===== src/rtl/fdiv_pkg.sv =====
package fdiv_pkg;

    typedef enum logic [1:0] {
        FD_MODE_PREDIV = 2'd0,
        FD_MODE_FRAC   = 2'd1,
        FD_MODE_DUAL   = 2'd2,
        FD_MODE_FRAC_B = 2'd3
    } fd_mode_e;

    function automatic logic fd_mode_is_frac(fd_mode_e m);
        return m != FD_MODE_PREDIV;
    endfunction

endpackage


===== src/rtl/fdiv_cfg.sv =====
module fdiv_cfg
    import fdiv_pkg::*;
#(
    parameter int HID_W  = 5,
    parameter int MND_W  = 8,
    parameter bit MND_EN = 1'b1,
    localparam int LIM_W = HID_W + 1
) (
    input  logic             clk,
    input  logic             rst_n,
    input  logic             load_i,
    input  logic [HID_W-1:0] prediv_i,
    input  logic [1:0]       mode_i,
    input  logic [MND_W-1:0] m_i,
    input  logic [MND_W-1:0] n_inv_i,
    input  logic [MND_W-1:0] d_inv_i,
    output logic [LIM_W-1:0] limit_o,
    output logic             frac_o,
    output logic             dual_o,
    output logic [MND_W-1:0] m_o,
    output logic [MND_W-1:0] n_o,
    output logic [MND_W-1:0] d_o
);

    typedef struct packed {
        logic [HID_W-1:0] pre;
        fd_mode_e         mode;
        logic [MND_W-1:0] m;
        logic [MND_W-1:0] n_inv;
        logic [MND_W-1:0] d_inv;
    } cfg_t;

    cfg_t st_d, st_q;

    always_comb begin
        st_d = st_q;
        if (load_i) begin
            st_d.pre   = prediv_i;
            st_d.mode  = fd_mode_e'(mode_i);
            st_d.m     = m_i;
            st_d.n_inv = n_inv_i;
            st_d.d_inv = d_inv_i;
        end
    end

    always_ff @(posedge clk or negedge rst_n) begin
        if (!rst_n) begin
            st_q <= '{pre: '0, mode: FD_MODE_PREDIV, m: '0, n_inv: '0, d_inv: '0};
        end else begin
            st_q <= st_d;
        end
    end

    // Decode: half-step limit, complemented N and D (wrap at MND_W bits)
    logic [MND_W-1:0] n_dec;
    always_comb begin
        n_dec   = (~st_q.n_inv) + st_q.m;
        n_o     = n_dec;
        d_o     = ~st_q.d_inv;
        m_o     = st_q.m;
        limit_o = (st_q.pre == '0) ? LIM_W'(2) : (LIM_W'(st_q.pre) + LIM_W'(1));
        frac_o  = MND_EN && fd_mode_is_frac(st_q.mode) && (n_dec != '0);
        dual_o  = MND_EN && (st_q.mode == FD_MODE_DUAL) && (n_dec != '0);
    end

    assert_capture_R10: assert property (@(posedge clk) disable iff (!rst_n)
        load_i |=> (m_o == $past(m_i)) && (d_o == ~$past(d_inv_i)));

endmodule


===== src/rtl/fdiv_prediv.sv =====
module fdiv_prediv #(
    parameter int HID_W  = 5,
    localparam int LIM_W = HID_W + 1
) (
    input  logic             clk,
    input  logic             rst_n,
    input  logic             clear_i,
    input  logic             tick_i,
    input  logic [LIM_W-1:0] limit_i,
    output logic             pulse_o
);

    typedef struct packed {
        logic [LIM_W-1:0] cnt;
    } pd_t;

    pd_t st_d, st_q;

    always_comb begin
        st_d    = st_q;
        pulse_o = 1'b0;
        if (clear_i) begin
            st_d.cnt = '0;
        end else if (tick_i) begin
            if (st_q.cnt == limit_i - LIM_W'(1)) begin
                pulse_o  = 1'b1;
                st_d.cnt = '0;
            end else begin
                st_d.cnt = st_q.cnt + LIM_W'(1);
            end
        end
    end

    always_ff @(posedge clk or negedge rst_n) begin
        if (!rst_n) begin
            st_q <= '0;
        end else begin
            st_q <= st_d;
        end
    end

    assert_cnt_bound_R3: assert property (@(posedge clk) disable iff (!rst_n)
        st_q.cnt < limit_i);

endmodule


===== src/rtl/fdiv_mn.sv =====
module fdiv_mn #(
    parameter int MND_W = 8
) (
    input  logic             clk,
    input  logic             rst_n,
    input  logic             clear_i,
    input  logic             step_i,
    input  logic             active_i,
    input  logic [MND_W-1:0] m_i,
    input  logic [MND_W-1:0] n_i,
    output logic             hit_o,
    output logic [MND_W-1:0] phase_o
);

    typedef struct packed {
        logic [MND_W-1:0] acc;
        logic [MND_W-1:0] phase;
    } mn_t;

    mn_t st_d, st_q;
    logic [MND_W:0] sum, nx, ph1;

    always_comb begin
        st_d  = st_q;
        hit_o = 1'b0;
        sum   = {1'b0, st_q.acc} + {1'b0, m_i};
        nx    = {1'b0, n_i};
        ph1   = {1'b0, st_q.phase} + (MND_W+1)'(1);
        if (clear_i || !active_i) begin
            st_d = '0;
        end else if (step_i) begin
            if (m_i >= n_i) begin
                hit_o    = 1'b1;
            end else if (sum >= nx) begin
                hit_o    = 1'b1;
                st_d.acc = MND_W'(sum - nx);
            end else begin
                st_d.acc = MND_W'(sum);
            end
            st_d.phase = (ph1 == nx) ? '0 : MND_W'(ph1);
        end
        phase_o = st_q.phase;
    end

    always_ff @(posedge clk or negedge rst_n) begin
        if (!rst_n) begin
            st_q <= '0;
        end else begin
            st_q <= st_d;
        end
    end

    assert_acc_bound_R5: assert property (@(posedge clk) disable iff (!rst_n)
        active_i |-> (st_q.acc < n_i));

    assert_phase_bound_R9: assert property (@(posedge clk) disable iff (!rst_n)
        active_i |-> (st_q.phase < n_i));

endmodule


===== src/rtl/fdiv_top.sv =====
module fdiv_top #(
    parameter int HID_W  = 5,
    parameter int MND_W  = 8,
    parameter bit MND_EN = 1'b1
) (
    input  logic             clk,
    input  logic             rst_n,
    input  logic             cfg_load,
    input  logic [HID_W-1:0] cfg_prediv,
    input  logic [1:0]       cfg_mode,
    input  logic [MND_W-1:0] cfg_m,
    input  logic [MND_W-1:0] cfg_n_inv,
    input  logic [MND_W-1:0] cfg_d_inv,
    input  logic             tick_in,
    output logic             tick_out,
    output logic             duty_out
);

    localparam int LIM_W = HID_W + 1;

    logic [LIM_W-1:0] limit;
    logic             frac, dual;
    logic [MND_W-1:0] m_val, n_val, d_val, phase;
    logic             pd_pulse, mn_hit;

    fdiv_cfg #(.HID_W(HID_W), .MND_W(MND_W), .MND_EN(MND_EN)) u_cfg (
        .clk      (clk),
        .rst_n    (rst_n),
        .load_i   (cfg_load),
        .prediv_i (cfg_prediv),
        .mode_i   (cfg_mode),
        .m_i      (cfg_m),
        .n_inv_i  (cfg_n_inv),
        .d_inv_i  (cfg_d_inv),
        .limit_o  (limit),
        .frac_o   (frac),
        .dual_o   (dual),
        .m_o      (m_val),
        .n_o      (n_val),
        .d_o      (d_val)
    );

    fdiv_prediv #(.HID_W(HID_W)) u_pd (
        .clk     (clk),
        .rst_n   (rst_n),
        .clear_i (cfg_load),
        .tick_i  (tick_in),
        .limit_i (limit),
        .pulse_o (pd_pulse)
    );

    generate
        if (MND_EN) begin : g_mn
            fdiv_mn #(.MND_W(MND_W)) u_mn (
                .clk      (clk),
                .rst_n    (rst_n),
                .clear_i  (cfg_load),
                .step_i   (pd_pulse),
                .active_i (frac),
                .m_i      (m_val),
                .n_i      (n_val),
                .hit_o    (mn_hit),
                .phase_o  (phase)
            );
        end else begin : g_no_mn
            assign mn_hit = pd_pulse;
            assign phase  = '0;
        end
    endgenerate

    typedef struct packed {
        logic tick;
    } out_t;

    out_t st_d, st_q;

    always_comb begin
        st_d = st_q;
        if (cfg_load) begin
            st_d.tick = 1'b0;
        end else begin
            st_d.tick = frac ? mn_hit : pd_pulse;
        end
    end

    always_ff @(posedge clk or negedge rst_n) begin
        if (!rst_n) begin
            st_q <= '0;
        end else begin
            st_q <= st_d;
        end
    end

    assign tick_out = st_q.tick;
    assign duty_out = dual && (phase < d_val);

    assert_out_after_tick_R4: assert property (@(posedge clk) disable iff (!rst_n)
        tick_out |-> ($past(tick_in) && !$past(cfg_load)));

    assert_duty_moves_on_step_R9: assert property (@(posedge clk) disable iff (!rst_n)
        !$stable(duty_out) |-> $past(pd_pulse || cfg_load));

endmodule


===== config.mk =====
export PLATFORM = sky130hd
export DESIGN_NAME = fdiv_top
export DESIGN_NICKNAME = d
export VERILOG_FILES = /design/src/rtl/fdiv_pkg.sv /design/src/rtl/fdiv_cfg.sv /design/src/rtl/fdiv_prediv.sv /design/src/rtl/fdiv_mn.sv /design/src/rtl/fdiv_top.sv
export SDC_FILE = /design/constraint.sdc
export NUM_CORES = 1
export LEC_CHECK = 0
export CAP_MARGIN = 30
export CORE_MARGIN = 2
export CORE_UTILIZATION = 47
export CTS_CLUSTER_SIZE = 12
export DETAILED_ROUTE_END_ITERATION = 6
export DONT_BUFFER_PORTS = 1
export HOLD_SLACK_MARGIN = 0.05
export PLACE_DENSITY = 0.6
export SLEW_MARGIN = 0
export SYNTH_ARGS = -nofsm -noshare
export SYNTH_HDL_FRONTEND = slang
export SYNTH_SLANG_ARGS = --single-unit

===== constraint.sdc =====
create_clock -name clk -period 8.9 [get_ports clk]
set_clock_uncertainty 0.15 [all_clocks]
set_input_delay 0.445 -clock clk [delete_from_list [all_inputs] [get_ports clk]]
set_output_delay 0.445 -clock clk [all_outputs]
set_load 0.02 [all_outputs]

==> summary.txt, run 1 <==
CTS
  • Worst-path clk slew: approximately 110 ps
  • Post-cts resize count: 0
  • CTS H-tree depth: 2
  • Maximum root-to-sink buffer count: 2
  • Inserted Clock Buffers: 5
  • Clk_lat worst skew: between 300 and 400 ps
  • Root Buffer: clkbuf_8
  • CTS tree: done
  • Clk sinks: 54
  • Post-CTS Setup Bufs: 0

Cells and area
  • Layout cells sized above 1: 9.96%
  • Final nets: approximately 540
  • Layout overhead on the synthesized area: 6.37%
  • ANT cells: 0

Global route
  • Number of global-route vias before repair: 3353
  • Overflow after GRT: 0
  • Initial antenna violation count: 0
  • GRT Total Usage: a little over a fifth
  • First-pass GRT wire length: about 17 mm
  • Largest net degree at the start of global routing: 55

Floorplan
  • DIE HEIGHT: just under 100 um
  • Die W: 99.5 um
  • IO Count: 37
  • Core Footprint: 0.00876 mm2
  • Die Area: 0.00990 mm2
  • Row cnt: 34
  • Starting density of the core: 48.9%

Synth
  • Most frequent cell after synthesis: dfrtp_1
  • Post-synth ARST share: 100%
  • Avg Inst Size Synth: ~9.4 um2
  • Ys flop type: dfrtp_1
  • Synth Register Bits: 54
  • Post-synth top area cell: dfrtp_1
  • Unique masters post-synth: 64
  • Yosys top cell area share: 31.5%
  • Syn Std Cell Area: 0.00428 mm2
  • Post-synth EDFFs: 0
  • Cells after synthesis: ~460
  • Sequential fraction of the synthesis area: 31.5%
  • Syn_nets: around 540
  • Synth area leaders: dfrtp_1 (32%), ha_1 (12%), mux2_2 (5.8%)
  • Post-synth top cells: dfrtp_1 (54), ha_1 (40), inv_1 (31), nand2_1 (31), o21ai_0 (31)
  • Yosys warns: 0

Critical path
  • Critical path data arrival time: ~4700 ps
  • WP data required: 8960 ps
  • Startpoint Class: flop
  • Crit Path Class: reg -> reg
  • Max incr delay on CP: 660 ps
  • Critical-path maximum fanout: 6
  • CP max stage cell: nor3_1
  • Critical path endpoint category: flop
  • CP Cell Sequence: ha_1, a21o_1, a41o_2, nor3_1, nor2_1, inv_1, ha_1, a21oi_1, o21ai_0, maj3_1, a21oi_1, nand4_1, o41ai_1

Place
  • Gp weighted congestion: 0.888
  • Number of port buffers: 0
  • HPWL Detailed: 7.97 mm

Route
  • Initial DRC count: roughly 150
  • DR WL/cell: 18.1 um
  • DRT antenna net count: 0
  • DR vias: around 3400
  • Vias per inst: 5.97
  • # DRC: 0
  • Total Wirelength: 10.3 mm
  • DR pass1 iterations: 4

Timing
  • Setup violators final: 0
  • Final worst path period need: 4630 ps
  • RSZ-0062 raised after global routing: false
  • Final hold vios: 0
  • Highest Clock Rate: 216 MHz
  • Worst Tran Pin Value: about 990 ps
  • Sum Neg Setup Slack: 0 ps
  • Tcrit/Tclk final: 52.1%
  • Count of pins over their slew limit: 0
  • Worst rel slew slack: 33.4%

Power and ir drop
  • Peak VDD IR: 0.0821 mV
  • Total power draw: 790 uW
  • Leakage: 2.02 nW
  • Power per standard cell area: ~170 mW/mm2

Hold path
  • Path category of the worst min-delay check: in -> reg

Run status
  • Outcome: completed

Job
  • Max cap viols: 0
[layout by cell type (no fill, tap or decap), types with 3 or more instances in the layout]
cell type | synthesis | final
xor2_1 | 11 | 11
o21ai_1 | 5 | 5
nor3_1 | 10 | 10
dfrtp_1 | 54 | 54
inv_1 | 31 | 31
nand4_1 | 5 | 5
and3_1 | 7 | 7
clkbuf_8 | 0 | 5
a21oi_1 | 18 | 18
a211oi_1 | 13 | 13
or2_2 | 3 | 3
or3_1 | 6 | 6
nand2_1 | 31 | 31
or4b_1 | 3 | 3
o21a_1 | 11 | 11
mux2i_1 | 3 | 3
mux2_2 | 22 | 22
o21ai_0 | 31 | 31
a211o_1 | 5 | 5
fa_1 | 3 | 3
ha_1 | 40 | 40
a22o_1 | 4 | 4
xnor2_1 | 19 | 19
o211ai_1 | 3 | 3
nand3_1 | 29 | 29
nor2_1 | 26 | 26
a21o_1 | 6 | 6
nor2b_1 | 4 | 4
o21bai_1 | 4 | 4
[what timing repair did]
item,CTS,global route
endpoints found under the hold margin,56,0
endpoints found under the setup margin,0,0
hold buffers,3,0
[worst paths after layout]
path                                         start                 end  slack [ps]  cells past startpoint
worst max-delay path                  u_cfg.m_o[1]  g_mn.u_mn.st_q[15]        4270                     13
worst min-delay path                      cfg_load       u_cfg.st_q[8]          90                      1
worst max register to register        u_cfg.m_o[1]  g_mn.u_mn.st_q[15]        4270                     13
worst min register to register  g_mn.u_mn.st_q[12]  g_mn.u_mn.st_q[12]         370                      2
max in group asynchronous                    rst_n        u_cfg.m_o[4]        7840                      2
min in group asynchronous                    rst_n  g_mn.u_mn.st_q[15]         500                      2
[where the power goes]
group	leakage (nW)	internal, mW	switching [mW]
clock network	0.0514	0.0842	0.0888
logic	1.28	0.147	0.193
registers	0.687	0.260	0.0165
[area by class of cell]
cell class / count / area [um2]
timing repair buffer: 4 / 55.1
multi-input combinational: 365 / 2790
clock buffer: 6 / 72.6
tap: 108 / 135
fill: 836 / 4210
clock inverter: 2 / 37.5
sequential: 54 / 1350
inverter: 31 / 116
[state kept, by name, indices dropped and copies added (netlist names)]
register	flops
u_pd.st_q	6
u_cfg.m_o	8
g_mn.u_mn.phase_o	8
tick_out	1
u_cfg.st_q	23
g_mn.u_mn.st_q	8
[cell families (layout without fill, tap and decap cells)]
logic type      after synthesis  after routing  synth area share (%)
xor+xnor                     32             32                  7.21
simple gates                137            137                  16.3
flops                        54             54                  31.5
buf+inv                      38             43                  3.39
compound gates              126            126                  21.6
fa+ha+maj                    45             45                  13.6
mux                          25             25                  6.48
[critical path: cells and delay by family, from the launching register on]
family	cells	cell delay, ps
flops	1	480
compound gates	6	1510
simple gates	3	1200
fa+ha+maj	3	1010
buf+inv	1	170
[layer usage]
metal	GRT usage (%)	vias up	share of wire (%)
li1	-	1708	-
met1	29.4	1649	46
met2	38.5	39	50
met3	2.88	8	2.6
met4	3.48	0	0.76
met5	0	-	0
[per-stage QoR]
stage          hold slack, ps  area, um2  util [%]  worst slack, ps  cells
2_1_floorplan          -0.591       4280         -             5170    457
3_3_place_gp             1.39       4400      50.2             4450    559
3_5_place_dp             1.86       4400      50.2             4370    559
4_1_cts                  75.3       4560      52.0             4310    570
5_1_grt                  66.5       4560      52.0             4040    570
6_report                 86.6       4560      52.0             4270    570
No activity file was read; power rests on OpenSTA's default activity.
==> inputs of run 2 (changes only) <==
Settings changed: PLACE_DENSITY 0.6 to 0.62.
Clock period 8.9 ns to 3.75 ns, I/O delays scaled along.
==> summary.txt, run 2 (same netlist as run 1, synthesis figures left out) <==
Floorplan
  • IO Count: 37 (unchanged)
  • Die W: 99.5 um (unchanged)
  • Die Area: 0.00990 mm2 (unchanged)
  • DIE HEIGHT: 99.5 um (unchanged)
  • Starting density of the core: 48.9% (unchanged)
  • Core Footprint: 0.00876 mm2 (unchanged)
  • Row cnt: 34 (unchanged)

CTS
  • Clk_lat worst skew: 320 ps (was 310 ps)
  • Clk sinks: 54 (unchanged)
  • CTS H-tree depth: 2 (unchanged)
  • Worst-path clk slew: 110 ps (about the same)
  • Root Buffer: clkbuf_8 (unchanged)
  • Inserted Clock Buffers: 5 (unchanged)
  • Maximum root-to-sink buffer count: 2 (unchanged)
  • CTS tree: done (unchanged)

Run status
  • Outcome: finished, violations left (was completed)
  • Violated checks: negative setup slack

Route
  • # DRC: 0 (unchanged)
  • DR WL/cell: 17.1 um (was 18.1 um)
  • Total Wirelength: 11.4 mm (was 10.3 mm)
  • DRT antenna net count: 0 (unchanged)
  • Vias per inst: 5.79 (was 5.97)
  • DR vias: 3856 (was 3404)
  • Initial DRC count: 148 (was 145)
  • DR pass1 iterations: 4 (unchanged)

Timing
  • Setup violators final: 3 (was 0)
  • Tcrit/Tclk final: 102% (was 52.1%)
  • Setup WS post-layout: -64.7 ps (was 4270 ps)
  • Highest Clock Rate: 262 MHz (was 216 MHz)
  • Worst Tran Pin Value: 521 ps (was 989 ps)
  • Final hold vios: 0 (unchanged)
  • Count of pins over their slew limit: 0 (unchanged)
  • Worst rel slew slack: 65.0% (was 33.4%)
  • RSZ-0062 raised after global routing: true (was false)
  • Final worst path period need: 3810 ps (was 4630 ps)

Critical path
  • Critical path data arrival time: 3910 ps (was 4690 ps)
  • Startpoint Class: flop (unchanged)
  • Critical path endpoint category: flop (unchanged)
  • Critical-path maximum fanout: 5 (was 6)
  • RR Startpoint: u_cfg.m_o[0] (was u_cfg.m_o[1])
  • R2r setup slk: -60 ps (was 4270 ps)
  • WP data required: 3850 ps (was 8960 ps)
  • Reg-to-reg endpoint: g_mn.u_mn.st_q[13] (was g_mn.u_mn.st_q[15])
  • Cells on worst reg2reg path: 12 (was 13)
  • Crit Path Class: reg -> reg (unchanged)

Cells and area
  • Layout cells sized above 1: 27.2% (was 9.96%)
  • Commonest non-fill, non-tap cell in the layout: buf_4 (was dfrtp_1)
  • Top reg by flops: u_cfg.st_q (unchanged)
  • Highest-count cells in the layout ignoring fill and taps: buf_4 (60), dfrtp_1 (52), dlygate4sd3_1 (35) (was dfrtp_1 (54), ha_1 (40), inv_1 (31), o21ai_0 (31), nand2_1 (31))
  • Final nets: 635 (was 539)
  • Layout overhead on the synthesized area: 31.0% (was 6.37%)
  • Largest register FFs: 23 (unchanged)
  • ANT cells: 0 (unchanged)

Hold path
  • WHS Endpoint: g_mn.u_mn.st_q[8] (was u_cfg.st_q[8])
  • Hold path startpoint: cfg_load (unchanged)
  • WHS Path Cells: 4 (was 1)
  • Path category of the worst min-delay check: in -> reg (unchanged)

Power and ir drop
  • Total power draw: 2.21 mW (was 790 uW)
  • Leakage: 2.51 nW (was 2.02 nW)
  • Peak VDD IR: 0.227 mV (was 0.0821 mV)
  • Power per standard cell area: 394 mW/mm2 (was 173 mW/mm2)

Place
  • Number of port buffers: 0 (unchanged)
  • Gp weighted congestion: 0.844 (was 0.888)
  • HPWL Detailed: 8.14 mm (was 7.97 mm)
  • Place WS: -92.9 ps (was 4370 ps)

Global route
  • Number of global-route vias before repair: 3710 (was 3353)
  • First-pass GRT wire length: 18.2 mm (was 17.2 mm)
  • Overflow after GRT: 0 (unchanged)
  • Initial antenna violation count: 0 (unchanged)
  • GRT Total Usage: 23.0% (was 21.9%)
  • Largest net degree at the start of global routing: 55 (unchanged)

Job
  • Max cap viols: 0 (unchanged)
[run 2: cell types whose count changed in the layout (fill, tap and decap cells not counted), moves of 3 or more]
cell	change
buf_4	+59
dlygate4sd3_1	+33
a21oi_1	-7
a21oi_2	+7
a211oi_1	-6
a211oi_2	+6
ha_1	-6
ha_4	+4
o21ai_0	-4
nor3_1	-3
nor3_2	+3
o21ai_2	+3
[run 2: where the power goes]
part / total, mW / switching [mW] / internal (mW) / leakage, nW
sequential: 0.659 / 0.0407 / 0.618 / 0.685
combinational: 1.12 / 0.561 / 0.561 / 1.76
clock: 0.431 / 0.211 / 0.220 / 0.0618
total: 2.21 / 0.813 / 1.40 / 2.51
[run 2: how the worst max path moves through the flow]
stage,from,end,slack [ps]
4_1_cts,u_cfg.m_o[0],g_mn.u_mn.st_q[15],-0.4
6_report,u_cfg.m_o[0],g_mn.u_mn.st_q[13],-60
3_5_place_dp,u_cfg.m_o[0],g_mn.u_mn.st_q[13],-90
5_1_grt,u_cfg.m_o[1],g_mn.u_mn.st_q[13],-170
3_3_place_gp,u_cfg.m_o[0],g_mn.u_mn.st_q[14],-10
2_1_floorplan,u_cfg.m_o[1],g_mn.u_mn.st_q[14],20
[run 2: layout make-up]
type	count	area, um2
Sequential cell	54	1350
Fill cell	726	3150
Inverter	31	116
Clock inverter	2	38.8
Multi-Input combinational cell	365	3000
Clock buffer	6	82.6
Timing Repair Buffer	100	882
Tap cell	108	135
[run 2: worst max-delay path: stages, from the launching register on]
cell	delay [ps]
dfrtp_2	460
ha_4	190
fa_2	420
a211o_1	380
a2111oi_4	420
a2111oi_4	130
buf_4	160
buf_4	150
maj3_2	340
a211oi_2	190
and3_4	210
or4b_1	440
nand3_1	100
[run 2: metrics by stage]
stage	TNS [ps]	utilization (%)	instance area [um2]	hold slack, ps	cells
floorplan	0	-	4280	-258	457
global placement	-16.1	54.4	4770	-256	608
detailed placement	-444	54.4	4770	-256	608
CTS	-0.367	61.0	5350	58.4	656
global route	-1090	64.0	5610	93.0	666
finish	-152	64.0	5610	73.0	666
[run 2: metal layers]
metal  track usage (%)  wire length, um  share of wire (%)
met5                 0                0                  0
met4              4.74              142                1.2
met3              2.53              421                3.7
met2              39.3             5650                 50
met1              31.8             5160                 45
[run 2: repair_timing]
| action | in CTS | in global routing |
|---|---|---|
| resized for setup | 8 | 43 |
| pin swaps | 3 | 32 |
| endpoints found under the hold margin | 93 | 0 |
| hold buffers | 37 | 0 |
| buffers inserted | 3 | 10 |
| endpoints found under the setup margin | 14 | 14 |
| cloned | 0 | 1 |
==> inputs of run 3 (changes only) <==
Settings changed: CORE_UTILIZATION 47 to 40, PLACE_DENSITY 0.62 to 0.6.
Clock period 3.75 ns to 4.8 ns, I/O delays scaled along.
==> summary.txt, run 3 (same netlist as run 1, synthesis figures left out) <==
Cells and area
  • Top reg by flops: u_cfg.st_q (unchanged)
  • Final instance area: 0.00491 mm2 (was 0.00561 mm2)
  • Final nets: 573 (was 635)
  • Largest register FFs: 23 (unchanged)
  • Highest-count cells in the layout ignoring fill and taps: dfrtp_1 (54), ha_1 (40), dlygate4sd3_1 (34) (was buf_4 (60), dfrtp_1 (52), dlygate4sd3_1 (35))
  • ANT cells: 0 (unchanged)
  • Commonest non-fill, non-tap cell in the layout: dfrtp_1 (was buf_4)
  • Multi-input gate area in the final layout: 0.00279 mm2 (was 0.00300 mm2)
  • Core Util, Final: 47.3% (was 64.0%)
  • Layout overhead on the synthesized area: 14.6% (was 31.0%)
  • Register Area: 0.00135 mm2 (about the same)
  • Layout Cells excl Fill: 631 (was 666)
  • Layout cells sized above 1: 9.49% (was 27.2%)
  • FILL cells: 1034 (was 726)

Route
  • DR vias: 3606 (was 3856)
  • Total Wirelength: 10.9 mm (was 11.4 mm)
  • Met2 WL: 5.25 mm (was 5.65 mm)
  • DR pass1 iterations: 7 (was 4)
  • DRT antenna net count: 0 (unchanged)
  • Initial DRC count: 227 (was 148)
  • # DRC: 0 (unchanged)
  • Vias per inst: 5.71 (was 5.79)
  • Met3 routed WL: 567 um (was 421 um)
  • Top Metal Used: met4 (unchanged)
  • DR WL/cell: 17.3 um (was 17.1 um)
  • Metal-1 WL: 4.94 mm (was 5.16 mm)

Place
  • Number of port buffers: 0 (unchanged)
  • Dpl cells: 588 (was 608)
  • Gp weighted congestion: 0.882 (was 0.844)
  • Place WS: 458 ps (was -92.9 ps)
  • DP Area: 0.00444 mm2 (was 0.00477 mm2)
  • HPWL Detailed: 8.15 mm (was 8.14 mm)

Floorplan
  • Die Area: 0.0116 mm2 (was 0.00990 mm2)
  • IO Count: 37 (unchanged)
  • Die W: 107 um (was 99.5 um)
  • Starting density of the core: 41.3% (was 48.9%)
  • Core Footprint: 0.0104 mm2 (was 0.00876 mm2)
  • Row cnt: 37 (was 34)
  • DIE HEIGHT: 107 um (was 99.5 um)

Power and ir drop
  • Clock power frac: 17.6% (was 19.5%)
  • Power per standard cell area: 290 mW/mm2 (was 394 mW/mm2)
  • Internal power: 875 uW (was 1.40 mW)
  • Peak VDD IR: 0.137 mV (was 0.227 mV)
  • Leakage: 2.16 nW (was 2.51 nW)
  • Switching share of power: 38.5% (was 36.7%)
  • P_sw: 548 uW (was 813 uW)
  • Combinational power share: 46.2% (was 50.7%)
  • Reg power frac: 36.2% (was 29.8%)
  • Total power draw: 1.42 mW (was 2.21 mW)

Timing
  • Final hold vios: 0 (unchanged)
  • Count of pins over their slew limit: 0 (unchanged)
  • Highest Clock Rate: 232 MHz (was 262 MHz)
  • Setup violators final: 0 (was 3)
  • RSZ-0062 raised after global routing: false (was true)
  • Final worst path period need: 4300 ps (was 3810 ps)
  • Worst rel slew slack: 31.3% (was 65.0%)
  • Sum Neg Setup Slack: 0 ps (was -152 ps)
  • Worst Tran Pin Value: 1020 ps (was 521 ps)
  • Tcrit/Tclk final: 89.6% (was 102%)
  • Setup WS post-layout: 498 ps (was -64.7 ps)
  • Hold_ws: 69.1 ps (was 73.0 ps)

Critical path
  • Buf+Inv Stages, Crit Path: 1 (was 2)
  • CP delay by family, top: compound AO/OA/AOI/OAI gates (unchanged)
  • Critical path endpoint category: flop (unchanged)
  • Crit Path Class: reg -> reg (unchanged)
  • Critical-path maximum fanout: 6 (was 5)
  • Max incr delay on CP: 530 ps (was 460 ps)
  • Startpoint Class: flop (unchanged)
  • WP data required: 4850 ps (was 3850 ps)
  • CP max stage cell: nor3_1 (was dfrtp_2)
  • CP Cell Sequence: ha_1, a21o_1, a41o_2, nor3_1, nor2_1, inv_1, ha_1, a21oi_1, o21ai_0, maj3_1, a21oi_1, nand4_1, o41ai_1 (was ha_4, fa_2, a211o_1, a2111oi_4, a2111oi_4, buf_4, buf_4, maj3_2, a211oi_2, and3_4, or4b_1, nand3_1)
  • Critical path data arrival time: 4350 ps (was 3910 ps)

CTS
  • Inserted Clock Buffers: 5 (unchanged)
  • Post-CTS Setup Bufs: 0 (was 3)
  • Clk_lat worst skew: 310 ps (was 320 ps)
  • CTS tree: done (unchanged)
  • Clk sinks: 54 (unchanged)
  • Hold Buf Count CTS: 36 (was 37)
  • CTS H-tree depth: 2 (unchanged)
  • Root Buffer: clkbuf_8 (unchanged)
  • Maximum root-to-sink buffer count: 2 (unchanged)
  • Post-cts resize count: 0 (was 8)
  • Worst-path clk slew: 100 ps (was 110 ps)

Global route
  • Number of global-route vias before repair: 3730 (was 3710)
  • Largest net degree at the start of global routing: 55 (unchanged)
  • Initial antenna violation count: 0 (unchanged)
  • GRT Total Usage: 19.9% (was 23.0%)
  • First-pass GRT wire length: 18.2 mm (about the same)
  • Overflow after GRT: 0 (unchanged)

Job
  • Max cap viols: 0 (unchanged)

Hold path
  • Path category of the worst min-delay check: in -> reg (unchanged)

Run status
  • Outcome: completed (was finished, violations left)
## run 3: layout make-up
cell class | instances | share of cell area, %
clock buffer | 6 | 1.48
clock inverter | 1 | 0.153
inverter | 31 | 2.37
multi-input combinational | 365 | 56.8
sequential | 54 | 27.5
tap | 136 | 3.47
timing repair buffer | 38 | 8.21
## run 3: power by group through the flow
stage	registers (mW)	clock network [mW]	logic [mW]
after floorplan	0.511	0	0.497
after global placement	0.523	0	0.597
after detailed placement	0.524	0	0.607
after CTS	0.515	0.267	0.652
after global routing	0.520	0.278	0.728
final	0.515	0.250	0.658
## run 3: worst register-to-register path: cells and delay by family (launching register included)
family	cells	cell delay, ps
AO/OA/AOI/OAI	6	1440
AND/OR/NAND/NOR	3	1060
adder cells (fa/ha/maj)	3	950
flip-flops	1	480
buffers and inverters	1	120
## run 3: layer usage
metal / track usage [%] / up-vias
li1: - / 1777
met3: 3.09 / 12
met2: 33.2 / 99
met5: 0 / -
met4: 5.77 / 0
met1: 26.5 / 1718
## run 3: worst paths after layout
kind	cells past startpoint	end	slack (ps)	start
worst max-delay path	13	g_mn.u_mn.st_q[15]	500	u_cfg.m_o[1]
worst min-delay path	2	u_pd.st_q[0]	70	cfg_load
worst max register to register	13	g_mn.u_mn.st_q[15]	500	u_cfg.m_o[1]
worst min register to register	2	g_mn.u_mn.st_q[12]	350	g_mn.u_mn.st_q[12]
max in group asynchronous	2	g_mn.u_mn.phase_o[2]	3960	rst_n
min in group asynchronous	2	u_cfg.m_o[3]	310	rst_n
